`config.mk`:
```
export PLATFORM = sky130hd
export DESIGN_NAME = gyro_spi_slave
export DESIGN_NICKNAME = d
export VERILOG_FILES = /design/src/rtl/gyro_pkg.sv /design/src/rtl/spi_sync_edge.sv /design/src/rtl/spi_byte_rx.sv /design/src/rtl/gyro_regs.sv /design/src/rtl/gyro_spi_slave.sv
export SDC_FILE = /design/constraint.sdc
export NUM_CORES = 1
export LEC_CHECK = 0
export ABC_CLOCK_PERIOD_IN_PS = 6000
export BUFFER_PORTS_ARGS = -buffer_cell sky130_fd_sc_hd__buf_4
export CAP_MARGIN = 20
export CORE_ASPECT_RATIO = 1.1
export CORE_MARGIN = 2
export CORE_UTILIZATION = 50
export DETAILED_ROUTE_END_ITERATION = 10
export GPL_TIMING_DRIVEN = 1
export PLACE_DENSITY = 0.68
export SETUP_SLACK_MARGIN = 0.02
export SLEW_MARGIN = 15
export SYNTH_ARGS = -nofsm -noshare
export SYNTH_HDL_FRONTEND = slang
export SYNTH_SLANG_ARGS = --single-unit
```
`constraint.sdc`:
```
create_clock -name clk -period 6 [get_ports clk]
set_input_delay 1.2 -clock clk [delete_from_list [all_inputs] [get_ports clk]]
set_output_delay 1.2 -clock clk [all_outputs]
set_load 0.05 [all_outputs]
```
`src/rtl/gyro_pkg.sv`:
```
package gyro_pkg;
  localparam int AW      = 6;
  localparam int AXES    = 3;
  localparam int SMP_W   = 16;
  localparam int CFG_N   = 6;
  localparam int CFG_IW  = $clog2(CFG_N);

  localparam logic [AW-1:0] A_ID    = 6'h0F;
  localparam logic [AW-1:0] A_CFG0  = 6'h20;
  localparam logic [AW-1:0] A_CFGL  = A_CFG0 + AW'(CFG_N - 1);
  localparam logic [AW-1:0] A_TEMP  = 6'h26;
  localparam logic [AW-1:0] A_STAT  = 6'h27;
  localparam logic [AW-1:0] A_OUT0  = 6'h28;
  localparam logic [AW-1:0] A_OUTL  = A_OUT0 + AW'(2 * AXES - 1);
  localparam logic [7:0]    ID_VAL  = 8'hD4;

  // One-hot axis selected when the high byte of that axis is read
  function automatic logic [AXES-1:0] axis_of_hi(input logic [AW-1:0] a);
    logic [AXES-1:0] r;
    r = '0;
    for (int i = 0; i < AXES; i++)
      if (a == A_OUT0 + AW'(2 * i + 1)) r[i] = 1'b1;
    return r;
  endfunction
endpackage

```
`src/rtl/spi_sync_edge.sv`:
```
module spi_sync_edge #(
  parameter int STAGES = 2
) (
  input  logic clk,
  input  logic rst,
  input  logic sck,
  input  logic cs_n,
  input  logic mosi,
  output logic active,
  output logic rise,
  output logic fall,
  output logic mosi_s
);
  logic [STAGES-1:0] sck_p, cs_p, mo_p;
  logic sck_d;

  always_ff @(posedge clk) begin
    if (rst) begin
      sck_p <= '1;
      cs_p  <= '1;
      mo_p  <= '0;
      sck_d <= 1'b1;
    end else begin
      sck_p <= {sck_p[STAGES-2:0], sck};
      cs_p  <= {cs_p[STAGES-2:0], cs_n};
      mo_p  <= {mo_p[STAGES-2:0], mosi};
      sck_d <= sck_p[STAGES-1];
    end
  end

  assign active = ~cs_p[STAGES-1];
  assign rise   = active &  sck_p[STAGES-1] & ~sck_d;
  assign fall   = active & ~sck_p[STAGES-1] &  sck_d;
  assign mosi_s = mo_p[STAGES-1];
endmodule

```
`src/rtl/spi_byte_rx.sv`:
```
module spi_byte_rx (
  input  logic       clk,
  input  logic       rst,
  input  logic       active,
  input  logic       rise,
  input  logic       din,
  output logic       byte_done,
  output logic [7:0] byte_val,
  output logic [1:0] byte_idx
);
  logic [2:0] bit_q;
  logic [6:0] sh_q;

  always_ff @(posedge clk) begin
    if (rst || !active) begin
      bit_q     <= '0;
      sh_q      <= '0;
      byte_done <= 1'b0;
      byte_idx  <= '0;
      if (rst) byte_val <= '0;
    end else begin
      byte_done <= 1'b0;
      if (byte_done && byte_idx != 2'd2) byte_idx <= byte_idx + 2'd1;
      if (rise) begin
        sh_q  <= {sh_q[5:0], din};
        bit_q <= bit_q + 3'd1;
        if (bit_q == 3'd7) begin
          byte_val  <= {sh_q, din};
          byte_done <= 1'b1;
        end
      end
    end
  end

  // deselect discards any partial byte
  a_r10_abort_clears: assert property (@(posedge clk) disable iff (rst)
    !active |=> (bit_q == 3'd0 && !byte_done && byte_idx == 2'd0));
endmodule

```
`src/rtl/gyro_regs.sv`:
```
module gyro_regs
  import gyro_pkg::*;
(
  input  logic                       clk,
  input  logic                       rst,
  input  logic                       smp_load,
  input  logic [AXES-1:0][SMP_W-1:0] smp_in,
  input  logic [7:0]                 smp_temp,
  input  logic                       wr_en,
  input  logic [AW-1:0]              wr_addr,
  input  logic [7:0]                 wr_data,
  input  logic [AW-1:0]              rd_addr,
  input  logic [AXES-1:0]            clr_axis,
  output logic [7:0]                 rd_data
);
  logic [7:0]       cfg_q [CFG_N];
  logic [SMP_W-1:0] smp_q [AXES];
  logic [7:0]       temp_q;
  logic [AXES-1:0]  rdy_q, ovr_q;
  logic [7:0]       status;
  logic [AW-1:0]    woff, roff, ooff;

  assign woff = wr_addr - A_CFG0;
  assign roff = rd_addr - A_CFG0;
  assign ooff = rd_addr - A_OUT0;

  always_ff @(posedge clk) begin
    if (rst) begin
      for (int i = 0; i < CFG_N; i++) cfg_q[i] <= '0;
    end else if (wr_en && wr_addr >= A_CFG0 && wr_addr <= A_CFGL) begin
      cfg_q[woff[CFG_IW-1:0]] <= wr_data;
    end
  end

  always_ff @(posedge clk) begin
    if (rst) begin
      temp_q <= '0;
      for (int i = 0; i < AXES; i++) smp_q[i] <= '0;
    end else if (smp_load) begin
      temp_q <= smp_temp;
      for (int i = 0; i < AXES; i++) smp_q[i] <= smp_in[i];
    end
  end

  for (genvar a = 0; a < AXES; a++) begin : g_axis
    always_ff @(posedge clk) begin
      if (rst) begin
        rdy_q[a] <= 1'b0;
        ovr_q[a] <= 1'b0;
      end else if (smp_load) begin
        ovr_q[a] <= ovr_q[a] | rdy_q[a];
        rdy_q[a] <= 1'b1;
      end else if (clr_axis[a]) begin
        rdy_q[a] <= 1'b0;
        ovr_q[a] <= 1'b0;
      end
    end

    // load with pending data flags overrun
    a_r6_overrun: assert property (@(posedge clk) disable iff (rst)
      (smp_load && rdy_q[a]) |=> ovr_q[a]);
    // a completed high-byte read clears the axis
    a_r7_clear: assert property (@(posedge clk) disable iff (rst)
      (clr_axis[a] && !smp_load) |=> (!rdy_q[a] && !ovr_q[a]));
  end

  assign status = {&ovr_q, ovr_q, &rdy_q, rdy_q};

  always_comb begin
    rd_data = '0;
    if (rd_addr == A_ID)                               rd_data = ID_VAL;
    else if (rd_addr >= A_CFG0 && rd_addr <= A_CFGL)   rd_data = cfg_q[roff[CFG_IW-1:0]];
    else if (rd_addr == A_TEMP)                        rd_data = temp_q;
    else if (rd_addr == A_STAT)                        rd_data = status;
    else if (rd_addr >= A_OUT0 && rd_addr <= A_OUTL)
      rd_data = ooff[0] ? smp_q[ooff[2:1]][15:8] : smp_q[ooff[2:1]][7:0];
  end

  // every load leaves all data-ready flags set
  a_r6_ready: assert property (@(posedge clk) disable iff (rst)
    smp_load |=> (rdy_q == '1));
endmodule

```
`src/rtl/gyro_spi_slave.sv`:
```
module gyro_spi_slave
  import gyro_pkg::*;
#(
  parameter int SYNC_STAGES = 2
) (
  input  logic             clk,
  input  logic             rst,
  input  logic             spi_sck,
  input  logic             spi_cs_n,
  input  logic             spi_mosi,
  output logic             spi_miso,
  input  logic             smp_load,
  input  logic [SMP_W-1:0] smp_x,
  input  logic [SMP_W-1:0] smp_y,
  input  logic [SMP_W-1:0] smp_z,
  input  logic [7:0]       smp_temp
);
  logic active, sck_rise, sck_fall, mosi_s;
  logic byte_done;
  logic [7:0] byte_val, rd_data, tx_q;
  logic [1:0] byte_idx;
  logic rd_q, inc_q, miso_q;
  logic [AW-1:0] ptr_q, rd_addr;
  logic [AXES-1:0] clr_pend_q, clr_axis;
  logic is_cmd, rd_step, wr_en;

  spi_sync_edge #(.STAGES(SYNC_STAGES)) u_sync (
    .clk(clk), .rst(rst), .sck(spi_sck), .cs_n(spi_cs_n), .mosi(spi_mosi),
    .active(active), .rise(sck_rise), .fall(sck_fall), .mosi_s(mosi_s));

  spi_byte_rx u_rx (
    .clk(clk), .rst(rst), .active(active), .rise(sck_rise), .din(mosi_s),
    .byte_done(byte_done), .byte_val(byte_val), .byte_idx(byte_idx));

  assign is_cmd   = byte_done && byte_idx == 2'd0;
  assign rd_step  = byte_done && byte_idx != 2'd0 && rd_q;
  assign wr_en    = byte_done && byte_idx == 2'd1 && !rd_q;
  assign rd_addr  = (byte_idx == 2'd0) ? byte_val[AW-1:0] : ptr_q;
  assign clr_axis = rd_step ? clr_pend_q : '0;

  gyro_regs u_regs (
    .clk(clk), .rst(rst), .smp_load(smp_load),
    .smp_in({smp_z, smp_y, smp_x}), .smp_temp(smp_temp),
    .wr_en(wr_en), .wr_addr(ptr_q), .wr_data(byte_val),
    .rd_addr(rd_addr), .clr_axis(clr_axis), .rd_data(rd_data));

  always_ff @(posedge clk) begin
    if (rst) begin
      rd_q  <= 1'b0;
      inc_q <= 1'b0;
      ptr_q <= '0;
    end else if (is_cmd) begin
      rd_q  <= byte_val[7];
      inc_q <= byte_val[6];
      ptr_q <= byte_val[AW-1:0] + AW'(byte_val[7] & byte_val[6]);
    end else if (rd_step) begin
      ptr_q <= ptr_q + AW'(inc_q);
    end
  end

  always_ff @(posedge clk) begin
    if (rst || !active) begin
      tx_q       <= '0;
      miso_q     <= 1'b0;
      clr_pend_q <= '0;
    end else if (is_cmd && byte_val[7]) begin
      tx_q       <= rd_data;
      clr_pend_q <= axis_of_hi(byte_val[AW-1:0]);
    end else if (rd_step) begin
      tx_q       <= rd_data;
      clr_pend_q <= axis_of_hi(ptr_q);
    end else if (sck_fall) begin
      miso_q <= tx_q[7];
      tx_q   <= {tx_q[6:0], 1'b0};
    end
  end

  assign spi_miso = miso_q;

  // MISO quiet while deselected
  a_r9_idle_low: assert property (@(posedge clk) disable iff (rst)
    !active |=> !spi_miso);
  // MISO moves only after a falling SCK edge
  a_r9_fall_only: assert property (@(posedge clk) disable iff (rst)
    (active && !sck_fall) |=> $stable(spi_miso));
  // identity address loads the fixed code
  a_r3_id_code: assert property (@(posedge clk) disable iff (rst)
    (is_cmd && byte_val[7] && byte_val[AW-1:0] == A_ID) |=> tx_q == ID_VAL);
  // without auto-increment the pointer holds
  a_r8_hold: assert property (@(posedge clk) disable iff (rst)
    (rd_step && !inc_q) |=> ptr_q == $past(ptr_q));
endmodule

```
== Word-level counts from Yosys, hierarchy flattened ==
Memories as Yosys holds them, arrays and structs flattened.
Index checks and enable logic that the tools add are counted.
Storage, ports and cells
  register bits: 62
  RAM bits: 96
  input port bits: 62
  output and inout port bits: 1
  word-level logic and storage cells: 145
  memories kept: 2
Memory list
  u_regs.cfg_q: words 6, width 8, read ports 1, clocked after Yosys merged registers in 0, write ports 6, RTL line gyro_regs.sv:16  | logic [7:0] cfg_q [CFG_N];
  u_regs.smp_q: words 3, width 16, read ports 1, clocked after Yosys merged registers in 0, write ports 3, RTL line gyro_regs.sv:17  | logic [SMP_W-1:0] smp_q [AXES];
Operators by class
  $add $sub $neg: 7
  magnitude comparators: 6
  eq/ne operators: 13
  multiplexer cells: 49
  bitwise logic cells: 17
  reductions and logical operators: 29
Operators by type and width (number)
  two-way mux 8 bit: 14
  equality test 6 bit, second input constant: 8
  two-way mux 16 bit: 3
  two-way mux 1 bit: 25
  >= comparator 6 bit, second input constant: 3
  <= comparator 6 bit, second input constant: 3
  two-way mux 6 bit: 3
  nonzero test 2 bit: 8
  adder 6 x 1 -> 6 bit: 2
  two-way mux 3 bit: 4
  AND reduction 3 bit: 4
  logical AND 1 bit: 11
  subtractor 3 x 1 -> 3 bit, second input constant: 3
  OR reduction 8 bit: 1
  equality test 6 x 4 -> 1 bit, second input constant: 1
  NOT 1 bit: 6
  OR 1 bit: 6
  AND 1 bit: 5
  != test 2 bit, second input constant: 2
  adder 3 x 1 -> 3 bit, second input constant: 1
  equality test 3 bit, second input constant: 1
  nonzero test 3 bit: 1
  adder 2 x 1 -> 2 bit, second input constant: 1
  equality test 2 x 1 -> 1 bit, second input constant: 1
  other kinds (4): 4

== Logic depth before layout (Yosys ltp) ==
An unclocked memory read counts as a cell.
  word-level depth: 12
  depth in mapped cells: 10
  mapped depth without buffers: 7

== Cells and area by module ==
A second synthesis with hierarchy kept.
Second synthesis, totals
  cells, all modules: 630
  area total of the unflattened synthesis: 8111.5 um2
By module, submodules not included
  gyro_regs: times used 1, cells an instance 411, area each 5866.9 um2, seq. area each 3643.5 um2
  gyro_spi_slave: times used 1, cells an instance 138, area each 1213.7 um2, seq. area each 400.4 um2
  spi_byte_rx: times used 1, cells an instance 64, area each 828.3 um2, seq. area each 500.5 um2
  spi_sync_edge: times used 1, cells an instance 17, area each 202.7 um2, seq. area each 140.1 um2

== Worst setup path before layout ==
Ideal clock, no wire load.
  path type: input-to-reg
  start: in smp_load
  end: mem u_regs.smp_q[0][0] (enable)
  setup time: 0.384 ns
  data arrival time: 2.533 ns
  required time: 5.616 ns
  setup slack: 3.083 ns
  cell stages on the path: 3
  path buffers: 2
  cells stage by stage: clkbuf_1 clkbuf_1 or2_2
RTL lines
  from (decl): RTL line gyro_spi_slave.sv:12  | input logic smp_load,
  to (decl): RTL line gyro_regs.sv:17

== Final worst setup path ==
  start: reg u_rx.byte_idx[0]
  end: reg tx_q[3]
Between the ends
  word-level cells in the longest chain between the ends: 12
  elaborated cells on any way between the ends: 29
  those cells by class: 2 x add/sub; 4 x order compare; 3 x eq/ne; 9 x mux; 9 x reduce/logical; 2 x memory
RTL lines
  from (decl): RTL line spi_byte_rx.sv:9  | output logic [1:0] byte_idx
  from (signal assigned): RTL line spi_byte_rx.sv:23  | if (byte_done && byte_idx != 2'd2) byte_idx <= byte_idx + 2'd1;
  zero test 2 bit: RTL line gyro_spi_slave.sv:35, gyro_spi_slave.sv:38
  two-way mux 6 bit: RTL line gyro_spi_slave.sv:38  | assign rd_addr = (byte_idx == 2'd0) ? byte_val[AW-1:0] : ptr_q;
  subtractor 3 x 1 -> 3 bit: RTL line gyro_regs.sv:24, gyro_regs.sv:25
  memory (3 x 16 bit)
  two-way mux 8 bit: RTL line gyro_regs.sv:76  | rd_data = ooff[0] ? smp_q[ooff[2:1]][15:8] : smp_q[ooff[2:1]][7:0];
  two-way mux 8 bit: RTL line gyro_regs.sv:75  | else if (rd_addr >= A_OUT0 && rd_addr <= A_OUTL)
  two-way mux 8 bit: RTL line gyro_regs.sv:74  | else if (rd_addr == A_STAT) rd_data = status;
  two-way mux 8 bit: RTL line gyro_regs.sv:73  | else if (rd_addr == A_TEMP) rd_data = temp_q;
  two-way mux 8 bit: RTL line gyro_regs.sv:72  | else if (rd_addr >= A_CFG0 && rd_addr <= A_CFGL) rd_data = cfg_q[roff[CFG_IW-1:0]];
  two-way mux 8 bit: RTL line gyro_regs.sv:71  | if (rd_addr == A_ID) rd_data = ID_VAL;
  two-way mux 8 bit: RTL line gyro_spi_slave.sv:69  | end else if (rd_step) begin
  two-way mux 8 bit: RTL line gyro_spi_slave.sv:66  | end else if (is_cmd && byte_val[7]) begin
  to (signal assigned): RTL line gyro_spi_slave.sv:67  | tx_q <= rd_data;
  to (signal assigned): RTL line gyro_spi_slave.sv:70  | tx_q <= rd_data;
  to (signal assigned): RTL line gyro_spi_slave.sv:74  | tx_q <= {tx_q[6:0], 1'b0};
  to (decl): RTL line gyro_spi_slave.sv:20  | logic [7:0] byte_val, rd_data, tx_q;
Several ways; a longest one is shown, not always the timed one.
A chain may end at the register's enable or synchronous reset.

==> run_results.csv <==
group,metric,value,unit
timing,worst_pin_slew,1.07,ns
cts,h-tree-depth,4,
route,viasPerCell,5.60,
grt,grt_util_met1,27.8,%
status,status,"finished, final reports clean",
route,drt-total-wl,17600,µm
critical_path,arrival,3.25,ns
cts,clk_latency,0.43,ns
floorplanning,start_util,50.7,%
grt,use_met2,36.8,%
critical_path,startpoint,"u_rx.byte_idx[0]$_SDFFE_PP0P_",
critical_path,rr_startpoint,"u_rx.byte_idx[0]$_SDFFE_PP0P_",
cts,cts_made_buffers,17,
route,dr.pass1.iters,5,
synth,syn-cell-area,0.00792,mm²
cts,cts_resized,0,
layout,fin_cells,977,
layout,n_antenna_cell,0,
grt,grt-ovfl-total,0,
synth,yosysSeqAreaShare,56.9,%
place,placed_cells,944,
place,io_buffers,62,
timing,final-setup-viol-count,0,
min_path,hold_start,"u_sync.cs_p[0]$_SDFF_PP1_",
floorplanning,io_pins,63,
critical_path,cp_data_required_time,6.29,ns
pwr,p_leak,0.00344,µW
layout,drive_gt1_share,16.7,%
synth,postSynthAreaPerCell,11.1,µm²
timing,rsz0062_at_grt,"false",
layout,fin_nets,836,
route,vias,5470,
floorplanning,fp.dieW,124,µm
pwr,power,2500,µW
timing,min_period,2.96,ns
synth,async_flop_share,0,%
cts,hold_buffers,0,
grt,grt_antenna_before_repair,0,
synth,synth_edf_count,114,
timing,fin_crit_sh,49.4,%
critical_path,path_class,"reg -> reg",
synth,ys_ff_latch,168,
route,route.detailed.drc,0,
route,wl_per_cell,18.0,µm
place,gp_routability_congestion,0.888,
route,antenna_left,0,
place,pre_cts_slack,2.70,ns
place,dp_hpwl,12400,µm
synth,ys_warn_count,0,
timing,setup_ws,3.04,ns
grt,grt_max_degree,49,
pwr,ir_drop,194,µV
grt,met3_usage,5.62,%
grt,grt.total_usage,22.0,%
critical_path,critPathLaunchType,"flop",
layout,fillers,1314,
floorplanning,die_h,136,µm
layout,fin_util,58.2,%
timing,fmax,337,MHz
critical_path,end_kind,"flop",
timing,drv_slew,0,
cts,clk_pin_slew,0.06,ns
cts,cts-root-buf,"clkbuf_16",
synth,synth_cell_types,62,
floorplanning,rows,48,
timing,max_slew_margin,28.6,%
synth,synth_ff_type,"edfxtp_1",
timing,setup-tns-final,0,ns
timing,hold_viol,0,
floorplanning,die-area,0.0169,mm²
pwr,p_per_area,275,mW/mm²
floorplanning,core_area,0.0156,mm²
cts,cts_tree,"done",
min_path,min_path_type,"reg -> reg",
job,maxCapViolCount,0,
layout,area_growth,14.8,%
grt,grt.busiest_layer,"met2",
grt,grt_pass1_wl,27800,µm
timing,clock-skew-final,0.00789,ns
critical_path,cp_max_fo,29,
cts,cts_sinks,168,
cts,clk_path_buf_depth,2,
cts,cts_setup_buffers,0,
synth,postSynthCellCount,716,
grt,grt_pass1_vias,5406,
route,drt-initial-drc-count,368,
synthesized netlist by cell type, drive strengths merged, types with 2 or more instances:
cell type	n	share of area, %
nor3	5	0.38
a22oi	3	0.28
nand2	67	3.2
a32oi	7	0.87
buf	23	1.9
nor2b	9	0.71
o31ai	3	0.46
clkbuf	23	1.1
a221oi	5	0.55
mux2i	52	6.6
or4	2	0.19
and3	3	0.24
a2111oi	3	0.41
dfxtp	54	14
nor3b	6	0.90
ha	10	1.6
nand2b	11	0.87
inv	13	0.62
nand3	15	0.95
a31oi	2	0.16
a21oi	33	2.1
and2	58	4.6
nor2	93	4.4
nand4	4	0.32
a211oi	15	1.5
a311oi	5	0.55
mux4	4	1.2
o22ai	2	0.16
or2	10	0.79
o21ai	25	1.6
xor2	4	0.44
or3	5	0.39
nand3b	3	0.28
edfxtp	114	43
xnor2	6	0.66
mux2	7	0.99
metal layers:
layer	share of wire (%)	routed length, µm
met1	43	7530
met2	49	8680
met3	5.5	966
met4	2.2	390
met5	0	0
per-stage QoR:
stage                     instance area, µm²  hold slack (ns)
after floorplan                         7960            0.389
final                                   9090            0.407
after CTS                               9060            0.412
after detailed placement                8480            0.397
after global placement                  8480            0.391
after global routing                    9090            0.446
layout by cell type (no fill, tap or decap), types with 4 or more instances in the layout:
| cell type | instances |
|---|---|
| edfxtp_1 | 114 |
| nor2_1 | 93 |
| nand2_1 | 67 |
| buf_4 | 65 |
| and2_1 | 58 |
| dfxtp_1 | 54 |
| mux2i_1 | 49 |
| a21oi_1 | 33 |
| o21ai_0 | 25 |
| clkbuf_16 | 19 |
| nand3_1 | 15 |
| a211oi_1 | 14 |
| inv_1 | 12 |
| nand2b_1 | 11 |
| conb_1 | 10 |
| or2_2 | 9 |
| ha_1 | 9 |
| nor2b_1 | 8 |
| xnor2_1 | 6 |
| a32oi_1 | 6 |
| mux2_2 | 6 |
| a221oi_1 | 5 |
| a311oi_1 | 5 |
| or3_1 | 5 |
| nand4_1 | 4 |
| xor2_1 | 4 |
| nor3_1 | 4 |
state kept, by name, indices dropped and copies added (netlist names), 3 cells and up:
name,flops
ptr_q,6
tx_q,8
u_rx.bit_q,3
u_regs.temp_q,8
u_regs.cfg_q,58
u_rx.sh_q,7
u_regs.ovr_q,3
u_rx.byte_val,8
u_regs.rdy_q,3
u_regs.smp_q,48
clr_pend_q,3
cell families after synthesis:
| kind of cell | count (synthesis) | synth area share [%] |
|---|---|---|
| and+or+nand+nor | 294 | 18.5 |
| DFF | 168 | 56.9 |
| AOI/OAI and AO/OA | 111 | 9.49 |
| muxes | 63 | 8.75 |
| buffers and inverters | 59 | 3.65 |
| adders and majority gates | 10 | 1.58 |
| xor gates and xnor gates | 10 | 1.11 |
| other | 1 | 0.0473 |
final timing paths:
path                               end  slack, ns  cells after the start
min          u_sync.cs_p[1]$_SDFF_PP1_       0.41                      1
max reg2reg       tx_q[3]$_SDFFE_PP0P_       3.04                      8
max               tx_q[3]$_SDFFE_PP0P_       3.04                      8
min reg2reg  u_sync.cs_p[1]$_SDFF_PP1_       0.41                      1
worst max-delay path, stage by stage, from the launching register on:
cell	delay [ns]
dfxtp_1	0.33
inv_1	0.11
ha_2	0.60
mux2i_2	0.27
buf_4	0.34
mux4_1	0.35
and2_1	0.17
o311ai_1	0.46
a22oi_1	0.16
final cells by class:
class	instances	area, µm²	share of cell area (%)
flip-flops and latches	168	4500	49.5
multi-input cells	498	3200	35.2
clock buffers	23	522	5.74
repair buffers	66	508	5.59
well taps	200	250	2.75
clock inverters	9	60.1	0.660
inverters	13	48.8	0.537
where the power goes:
group | switching [µW] | total (µW) | internal, µW | leakage [µW]
registers | 22.9 | 1310 | 1290 | 0.00163
logic | 72.6 | 137 | 64.1 | 0.00152
clock network | 439 | 1050 | 614 | 0.000295
total | 535 | 2500 | 1960 | 0.00344
Note: power is estimated with default switching activity, not from simulation.
